[src/rtl/stall_wd_pkg.sv]
package stall_wd_pkg;
    typedef enum logic [1:0] {
        ST_OFF  = 2'd0,
        ST_WAIT = 2'd1,
        ST_HOLD = 2'd2,
        ST_RUN  = 2'd3
    } wd_state_e;
endpackage

[src/rtl/stall_wd_fsm.sv]
module stall_wd_fsm
    import stall_wd_pkg::*;
(
    input  logic clk,
    input  logic rst_n,
    input  logic en,
    input  logic evt_flag,
    output logic run_go
);
    wd_state_e state_q, state_d;

    always_comb begin
        state_d = state_q;
        if (!en) begin
            state_d = ST_OFF;
        end else begin
            unique case (state_q)
                ST_OFF:  state_d = evt_flag ? ST_HOLD : ST_WAIT;
                ST_WAIT: if (evt_flag) state_d = ST_HOLD;
                ST_HOLD: if (!evt_flag) state_d = ST_RUN;
                ST_RUN:  if (evt_flag) state_d = ST_HOLD;
                default: state_d = ST_OFF;
            endcase
        end
    end

    always_ff @(posedge clk) begin
        if (!rst_n) state_q <= ST_OFF;
        else        state_q <= state_d;
    end

    // output decode: advance only in RUN while inputs still allow it
    always_comb begin
        run_go = 1'b0;
        unique case (state_q)
            ST_RUN:  run_go = en && !evt_flag;
            default: run_go = 1'b0;
        endcase
    end

    assert_off_when_disabled_R7: assert property (@(posedge clk) disable iff (!rst_n)
        !en |=> state_q == ST_OFF);
    assert_wait_no_start_R2: assert property (@(posedge clk) disable iff (!rst_n)
        (state_q == ST_WAIT) && en && !evt_flag |=> state_q == ST_WAIT);
    assert_flag_holds_R3: assert property (@(posedge clk) disable iff (!rst_n)
        en && evt_flag |=> state_q == ST_HOLD);
endmodule

[src/rtl/stall_wd_prescaler.sv]
module stall_wd_prescaler #(
    parameter int PRE_DIV = 4
) (
    input  logic clk,
    input  logic rst_n,
    input  logic run_go,
    input  logic slow_sel,
    output logic tick
);
    generate
        if (PRE_DIV > 1) begin : g_div
            localparam int PRE_W = $clog2(PRE_DIV);
            localparam logic [PRE_W-1:0] PRE_LAST = PRE_W'(PRE_DIV - 1);
            logic [PRE_W-1:0] pre_q;
            logic             at_last;

            assign at_last = (pre_q == PRE_LAST);
            assign tick    = run_go && (!slow_sel || at_last);

            always_ff @(posedge clk) begin
                if (!rst_n || !run_go || !slow_sel) pre_q <= '0;
                else if (at_last)                   pre_q <= '0;
                else                                pre_q <= pre_q + 1'b1;
            end

            assert_first_tick_late_R5: assert property (@(posedge clk) disable iff (!rst_n)
                slow_sel && run_go && !$past(run_go) |-> !tick);
        end else begin : g_nodiv
            assign tick = run_go;
        end
    endgenerate
endmodule

[src/rtl/stall_wd_counter.sv]
module stall_wd_counter #(
    parameter int CNT_W = 14
) (
    input  logic             clk,
    input  logic             rst_n,
    input  logic             run_go,
    input  logic             tick,
    output logic [CNT_W-1:0] count,
    output logic             wrap
);
    localparam logic [CNT_W-1:0] CNT_MAX = {CNT_W{1'b1}};

    logic [CNT_W-1:0] cnt_q;

    always_ff @(posedge clk) begin
        if (!rst_n || !run_go) cnt_q <= '0;
        else if (tick)         cnt_q <= cnt_q + 1'b1;
    end

    assign wrap  = tick && (cnt_q == CNT_MAX);
    assign count = cnt_q;

    assert_clear_when_idle_R3: assert property (@(posedge clk) disable iff (!rst_n)
        !run_go |=> cnt_q == '0);
    assert_step_by_one_R2: assert property (@(posedge clk) disable iff (!rst_n)
        run_go && tick |=> cnt_q == CNT_W'($past(cnt_q) + 1'b1));
    assert_hold_between_ticks_R5: assert property (@(posedge clk) disable iff (!rst_n)
        run_go && !tick |=> $stable(cnt_q));
endmodule

[src/rtl/stall_wd_flag.sv]
module stall_wd_flag (
    input  logic clk,
    input  logic rst_n,
    input  logic wrap,
    input  logic clr,
    output logic flag
);
    always_ff @(posedge clk) begin
        if (!rst_n)    flag <= 1'b0;
        else if (wrap) flag <= 1'b1;
        else if (clr)  flag <= 1'b0;
    end

    assert_set_on_wrap_R4: assert property (@(posedge clk) disable iff (!rst_n)
        wrap |=> flag);
    assert_clear_strobe_R6: assert property (@(posedge clk) disable iff (!rst_n)
        clr && !wrap |=> !flag);
    assert_sticky_R6: assert property (@(posedge clk) disable iff (!rst_n)
        flag && !clr |=> flag);
endmodule

[src/rtl/bus_stall_watchdog.sv]
module bus_stall_watchdog #(
    parameter int CNT_W   = 14,
    parameter int PRE_DIV = 4
) (
    input  logic             clk,
    input  logic             rst_n,
    input  logic             ctl_flag,
    input  logic             tmo_en,
    input  logic             slow_sel,
    input  logic             tmo_clr,
    output logic             tmo_flag,
    output logic             tmo_irq,
    output logic [CNT_W-1:0] tmo_count
);
    logic run_go;
    logic tick;
    logic wrap;

    stall_wd_fsm u_fsm (
        .clk      (clk),
        .rst_n    (rst_n),
        .en       (tmo_en),
        .evt_flag (ctl_flag),
        .run_go   (run_go)
    );

    stall_wd_prescaler #(.PRE_DIV(PRE_DIV)) u_pre (
        .clk      (clk),
        .rst_n    (rst_n),
        .run_go   (run_go),
        .slow_sel (slow_sel),
        .tick     (tick)
    );

    stall_wd_counter #(.CNT_W(CNT_W)) u_cnt (
        .clk    (clk),
        .rst_n  (rst_n),
        .run_go (run_go),
        .tick   (tick),
        .count  (tmo_count),
        .wrap   (wrap)
    );

    stall_wd_flag u_flag (
        .clk   (clk),
        .rst_n (rst_n),
        .wrap  (wrap),
        .clr   (tmo_clr),
        .flag  (tmo_flag)
    );

    assign tmo_irq = tmo_flag && tmo_en;

    assert_no_set_when_off_R7: assert property (@(posedge clk) disable iff (!rst_n)
        !tmo_en && !tmo_flag |=> !tmo_flag);
    assert_irq_needs_enable_R8: assert property (@(posedge clk) disable iff (!rst_n)
        $rose(tmo_irq) |-> tmo_en && tmo_flag);
endmodule

[config.mk]
export PLATFORM = sky130hd
export DESIGN_NAME = bus_stall_watchdog
export DESIGN_NICKNAME = d
export VERILOG_FILES = /design/src/rtl/stall_wd_pkg.sv /design/src/rtl/stall_wd_fsm.sv /design/src/rtl/stall_wd_prescaler.sv /design/src/rtl/stall_wd_counter.sv /design/src/rtl/stall_wd_flag.sv /design/src/rtl/bus_stall_watchdog.sv
export SDC_FILE = /design/constraint.sdc
export NUM_CORES = 1
export LEC_CHECK = 0
export BUFFER_PORTS_ARGS = -buffer_cell sky130_fd_sc_hd__clkbuf_2
export CAP_MARGIN = 5
export CORE_UTILIZATION = 50
export DETAILED_ROUTE_END_ITERATION = 7
export GPL_ROUTABILITY_DRIVEN = 0
export GPL_TIMING_DRIVEN = 0
export HOLD_SLACK_MARGIN = 0.1
export PLACE_DENSITY = 0.76
export SLEW_MARGIN = 40
export SYNTH_ARGS = -nofsm -noshare
export SYNTH_HDL_FRONTEND = slang
export SYNTH_SLANG_ARGS = --single-unit
[constraint.sdc]
create_clock -name clk -period 2.9 [get_ports clk]
set_clock_uncertainty 0.2 [all_clocks]
set_input_delay 0.435 -clock clk [delete_from_list [all_inputs] [get_ports clk]]
set_output_delay 0.435 -clock clk [all_outputs]
set_load 0.1 [all_outputs]
==> metrics, run 1 <==
critical path capture point type flop; vias 800; nets@finish between 100 and 150; synthesized instance count 97; WHS Path Cells 2; Setup WS pre-CTS ~0.72 ns; Crit Reg-Reg Endpoint u_cnt.count[10]; Synthesized Nets 105; Sequential Area 380 um^2; sw frac between 20% and 30%; Die W 43.3 um; f_max 484 MHz; crit path max fanout 9; fin crit period 2.07 ns; maxcap violations 0; Final Max Tran Viols 0; Gates resized, CTS repair 0; initial antenna violation count 0; max_slew headroom 63.8%; violated checks DRC; simple-gate share of the synthesized area 31.6%; Net Sw Power ~0.086 mW; I/O Buffers 21; CTS Root Buffer Type clkbuf_4; P&R area growth vs syn 17.7%; Routed Antenna Nets 0; Antenna diodes 0; Final HPWL DP roughly 1300 um; post-synthesis compound-gate area fraction 15.1%; worst hold start ctl_flag; total wire length 1690 um; Sink Count 19; GRT Util Overall approximately 22%; xor/xnor share of the synthesized area 3.07%; Netlist cell types 27; CTS Buffer Depth 2; RSZ-0062 raised after global routing false; worst r2r src u_cnt.count[0]; Fillers 147; core area 0.00156 mm^2; main combinational cell family by area after synthesis simple AND/OR/NAND/NOR gates; Die H 43.3 um; status finished with violations; multi-input logic area 450 um^2; drt wl/cell approximately 12 um; Peak supply drop 0.000272 V; commonest non-fill, non-tap cell in the layout clkbuf_2; Hold Violations, Final 0; Pwr Density 405 mW/mm^2; Leak 0.389 nW; Starting Density 54.8%; hold buffers post-CTS 0; H-Tree Depth 1; clock power share 32.4%; Worst-Margin Slew 0.546 ns; Hold Crit Class in2reg; worst skew pair latency 0.29 ns; drt first pass iters 6; Vias/cell 5.80; most frequent cells in the layout clkbuf_2 (22), dfxtp_1 (19), a21oi_1 (9); flop2flop setup slack 0.83 ns; Seq pwr share around 65%; # setup viols final 0; Comb pwr share 2.9%; # IOs 22; drt first-iter violations 23; first-pass GRT wire length 3180 um; Mapped Avg Cell Area between 8 and 9 um^2; Yosys reg bits 19; crit start category flop; row count 14; setup TNS 0 ns; internal power 0.321 mW; Setup Fix Bufs, Post-CTS 0; post-synthesis mux area share 0%; area share of fa/ha/maj cells after synthesis 2.93%; Worst EP arrival 2.10 ns; Crit Path Class reg2reg; worst hold endpoint u_fsm.state_q[0]; drt drc 6; vias in the first global route 736; CP required roughly 2.9 ns; CTS Buf Count 3; Tcrit/Tclk final 71.3%; Ys Warns 0; clock slew at reported path FFs 0.10 ns; grt total ovfl 0; share of cells above drive strength 1 between 20% and 30%; synthesized area 855 um^2; CTS tree yes; post-route worst setup slack 0.833 ns; Seq/Total Area, Yosys roughly 45%; die area 0.00188 mm^2; largest net degree at the start of global routing 11; worst-case reg-to-reg path depth 6
==> power groups by stage <==
stage,Sequential [mW],Clock [mW],Combinational (mW)
finish,0.263,0.132,0.0117
global route,0.264,0.148,0.0131
CTS,0.263,0.133,0.0117
detailed placement,0.269,0,0.0117
global placement,0.269,0,0.0112
floorplan,0.269,0,0.00535
==> worst max path at each step <==
stage / start / end / slack [ns] / cells past startpoint
2_1_floorplan: u_cnt.count[0] / u_cnt.count[10] / 0.26 / 6
3_3_place_gp: ctl_flag / u_cnt.count[10] / 0.75 / 6
3_5_place_dp: ctl_flag / u_cnt.count[10] / 0.72 / 6
4_1_cts: u_cnt.count[0] / u_cnt.count[10] / 0.84 / 6
5_1_grt: u_cnt.count[0] / u_cnt.count[10] / 0.68 / 6
6_report: u_cnt.count[0] / u_cnt.count[10] / 0.83 / 6
==> Yosys cell counts (all sizes together) <==
library cell,count,share of area [%]
a21oi,9,5.3
a311oi,1,1.0
and2,3,2.2
and3,2,1.5
and3b,1,1.2
and4,1,1.0
clkbuf,3,1.5
dfxtp,19,45
ha,2,2.9
inv,3,1.3
nand2,7,3.1
nand2b,1,0.73
nand3,5,2.9
nand3b,1,2.3
nand4,3,2.2
nor2,7,3.1
nor2b,2,1.5
nor3,2,1.2
nor4,1,0.73
o21ai,5,2.9
o221a,1,1.3
o31ai,4,3.5
o32ai,1,1.0
or3,5,3.7
or4,5,4.4
xnor2,3,3.1
==> critical path: stages (launching register included) <==
cell and delay, ns:
dfxtp_1 0.41, ha_1 0.17, nand2_1 0.08, or4_1 0.47, clkbuf_2 0.18, or3_1 0.36, a21oi_1 0.14
==> registers in the layout, indices dropped and copies added, names as in the netlist <==
name / count
u_fsm.state_q: 2
u_flag.flag: 1
u_cnt.count: 14
u_pre.g_div.pre_q: 2
==> kinds of logic (layout without fill, tap and decap cells) <==
| kind of cell | Yosys count | after routing |
|---|---|---|
| AO/OA/AOI/OAI | 21 | 21 |
| XOR/XNOR | 3 | 3 |
| AND/OR/NAND/NOR | 46 | 46 |
| buffers and inverters | 6 | 31 |
| adder cells (fa/ha/maj) | 2 | 2 |
| flip-flops | 19 | 19 |
==> layout make-up <==
cell class	count	share of cell area, %
timing repair buffer	21	10.4
buffer	3	1.24
inverter	3	1.12
tap	16	1.99
multi-input combinational	72	44.8
sequential	19	37.8
clock buffer	4	2.61
==> metrics by stage <==
stage	utilization, %	instances	hold WS (ns)	cell area (um^2)	total power, mW
after floorplan	-	97	0.208	855	0.275
after global placement	62.8	134	0.217	980	0.281
after detailed placement	62.8	134	0.230	980	0.281
after CTS	64.5	138	0.134	1010	0.408
after global routing	64.5	138	0.118	1010	0.425
final	64.5	138	0.129	1010	0.407
==> routing by layer <==
layer / vias to the layer above / GRT usage, % / share of wire [%]
met5: - / 0 / 0
met4: 0 / 9.38 / 1.1
met3: 2 / 5.00 / 4.4
met2: 21 / 33.3 / 44
met1: 372 / 31.7 / 50
li1: 405 / - / -
Power figures use the tool's default switching activity.
==> inputs of run 2 (changes only) <==
ABC_AREA = 1   (was not set)
PLACE_DENSITY = 0.74   (was 0.76)
clock period = 2 ns   (was 2.9 ns; I/O delays follow)
==> metrics, run 2 <==
status completed (was finished with violations); sw frac 22.1% (was 21.2%); CTS Root Buffer Type clkbuf_4 (unchanged); largest net degree at the start of global routing 12 (was 11); setup TNS 0 ns (unchanged); CTS Buffer Depth 2 (unchanged); Seq/Total Area, Yosys 37.4% (was 44.5%); Peak supply drop 0.000546 V (was 0.000272 V); Yosys top cell by area dfxtp_1 (unchanged); row count 15 (was 14); Antenna diodes 0 (unchanged); Hold Violations, Final 0 (unchanged); Sink Count 19 (unchanged); Netlist cell types 24 (was 27); fin crit period 1.85 ns; drt wl/cell 10.3 um (was 12.2 um); first-pass GRT wire length 3540 um (was 3180 um); RSZ-0062 raised after global routing false (unchanged); CTS Buf Count 3 (unchanged); core area 0.00182 mm^2 (was 0.00156 mm^2); Worst-Margin Slew 0.543 ns (was 0.546 ns); clock slew at reported path FFs 0.11 ns (was 0.10 ns); nets@finish 191 (was 131); f_max 541 MHz; Final Max Tran Viols 0 (unchanged); Die W 47.1 um (was 43.3 um); P&R area growth vs syn 22.8% (was 17.7%); drt drc 0 (was 6); Crit Path Class in2reg (was reg2reg); most frequent cell after synthesis nand2_1 (was dfxtp_1); flip-flop count of the largest register after layout 14 (unchanged); Synthesized Nets 159 (was 105); vias in the first global route 879 (was 736); max_slew headroom 63.9% (was 63.8%); vias 1,014 (was 800); worst-case reg-to-reg path depth 8 (was 6); worst skew pair latency 0.30 ns (was 0.29 ns); Setup Fix Bufs, Post-CTS 0 (unchanged); clock power share 32.3% (was 32.4%); H-Tree Depth 1 (unchanged); # setup viols final 0 (unchanged); Ys Warns 0 (unchanged); critical path capture point type flop (unchanged); synthesized instance count 151 (was 97); Routed Antenna Nets 0 (unchanged); drt first-iter violations 24 (was 23); Final HPWL DP 1570 um (was 1280 um); CTS tree yes (unchanged); Mapped Avg Cell Area 6.74 um^2 (was 8.81 um^2); Seq pwr share 63.3% (was 64.7%); Comb pwr share 4.5% (was 2.9%); hold buffers post-CTS 6 (was 0); maxcap violations 0 (unchanged); GRT Util Overall 22.8% (was 22.5%); most frequent cells in the layout nand2_1 (35), nor2_1 (29), inv_1 (26) (was clkbuf_2 (22), dfxtp_1 (19), a21oi_1 (9)); Top FF cell, synth dfxtp_1 (unchanged); Fillers 181 (was 147); Critical Path End u_cnt.count[10] (unchanged); Pwr Density 482 mW/mm^2 (was 405 mW/mm^2); number of flops mapped to enable cells by yosys 0 (unchanged); Synth top area share 37.4% (was 44.5%); flop2flop setup slack 0.36 ns (was 0.83 ns); Worst EP arrival 1.87 ns (was 2.10 ns); Leak 0.584 nW (was 0.389 nW); Synth area leaders dfxtp_1 (37%), nand2_1 (13%), nor2_1 (11%) (was dfxtp_1 (45%), a21oi_1 (5.3%), or4_1 (4.4%)); internal power 0.468 mW (was 0.321 mW); commonest non-fill, non-tap cell in the layout nand2_1 (was clkbuf_2); Gates resized, CTS repair 0 (unchanged); # IOs 22 (unchanged); post-route worst setup slack 0.150 ns (was 0.833 ns); Die H 47.1 um (was 43.3 um); synthesized area 0.00102 mm^2 (was 855 um^2); ys async rst share 0% (unchanged); initial antenna violation count 0 (unchanged); Hold Crit Class reg2reg (was in2reg); crit start category input pin (was flop); Vias/cell 4.90 (was 5.80); crit path max fanout 10 (was 9); Net Sw Power 0.133 mW (was 0.0865 mW); Crit Reg-Reg Endpoint u_cnt.count[10] (unchanged); I/O Buffers 21 (unchanged); grt total ovfl 0 (unchanged); Starting Density 55.9% (was 54.8%); share of cells above drive strength 1 23.1% (was 23.0%); die area 0.00222 mm^2 (was 0.00188 mm^2); drt first pass iters 5 (was 6); Setup WS pre-CTS 0.393 ns (was 0.719 ns); CP required 2.02 ns (was 2.93 ns); synth cell count leaders nand2_1 (35), nor2_1 (29), inv_1 (26) (was dfxtp_1 (19), a21oi_1 (9), nand2_1 (7), nor2_1 (7)); worst r2r src u_pre.g_div.pre_q[0] (was u_cnt.count[0]); CP startpoint ctl_flag (was u_cnt.count[0]); Tcrit/Tclk final 92.5%; Yosys reg bits 19 (unchanged); total wire length 2120 um (was 1690 um)
-- run 2: cell types whose count changed after synthesis, sizes merged, moves of 6 or more --
cell / change
a21oi: -6
inv: +24
nand2: +31
nor2: +26
-- run 2: power groups by stage --
stage,Clock [mW],Sequential [mW],Combinational [mW]
after global routing,0.219,0.381,0.0296
after detailed placement,0,0.389,0.0172
after CTS,0.201,0.381,0.0259
final,0.194,0.380,0.0268
after global placement,0,0.389,0.0164
after floorplan,0,0.389,0.00840
-- run 2: worst min-delay path by stage --
stage / start / to / slack, ns / cells past startpoint
floorplan: ctl_flag / u_fsm.state_q[0] / 0.17 / 1
global placement: u_pre.g_div.pre_q[0] / u_pre.g_div.pre_q[0] / 0.20 / 1
detailed placement: u_pre.g_div.pre_q[0] / u_pre.g_div.pre_q[0] / 0.22 / 1
CTS: u_pre.g_div.pre_q[0] / u_pre.g_div.pre_q[0] / 0.24 / 1
global route: u_pre.g_div.pre_q[0] / u_pre.g_div.pre_q[0] / 0.25 / 1
finish: u_pre.g_div.pre_q[0] / u_pre.g_div.pre_q[0] / 0.23 / 1
-- run 2: through the flow --
| step | hold slack, ns | total power, mW | instance area [um^2] | util, % | std cells |
|---|---|---|---|---|---|
| 2_1_floorplan | 0.172 | 0.398 | 1020 | - | 151 |
| 3_3_place_gp | 0.203 | 0.406 | 1160 | 63.8 | 197 |
| 3_5_place_dp | 0.219 | 0.406 | 1160 | 63.8 | 197 |
| 4_1_cts | 0.236 | 0.608 | 1250 | 68.6 | 207 |
| 5_1_grt | 0.249 | 0.630 | 1250 | 68.6 | 207 |
| 6_report | 0.231 | 0.601 | 1250 | 68.6 | 207 |
-- run 2: final cells by class --
type                       count  area [um^2]  share of cell area (%)
multi-input combinational    103          520                    41.7
sequential                    19          388                    31.1
timing repair buffer          27          165                    13.2
inverter                      28          105                    8.42
tap                           25         31.3                    2.51
clock buffer                   3         22.5                    1.80
buffer                         1         11.3                   0.902
clock inverter                 1         5.00                   0.401
-- run 2: kinds of logic after synthesis --
kind of cell             share of synthesized area, %
AND/OR/NAND/NOR                                  43.7
buffers and inverters                            11.4
flip-flops                                       37.4
AO/OA/AOI/OAI                                    2.46
XOR/XNOR                                         2.58
adder cells (fa/ha/maj)                          2.46
-- run 2: critical path, cell delays in order --
cell and delay, ns:
dlygate4sd3_1 0.53, clkbuf_2 0.13, inv_1 0.07, nand2_1 0.05, nor2_1 0.14, nand2_1 0.17
inv_1 0.12, buf_6 0.15, nand2_1 0.06, nor2_1 0.15
-- run 2: per-layer routing --
layer	up-vias	global-route usage (%)	wire (um)
met5	-	0	0
met4	0	9.14	59
met3	6	6.15	86
met2	28	39.4	1030
met1	456	26.6	947
li1	524	-	-
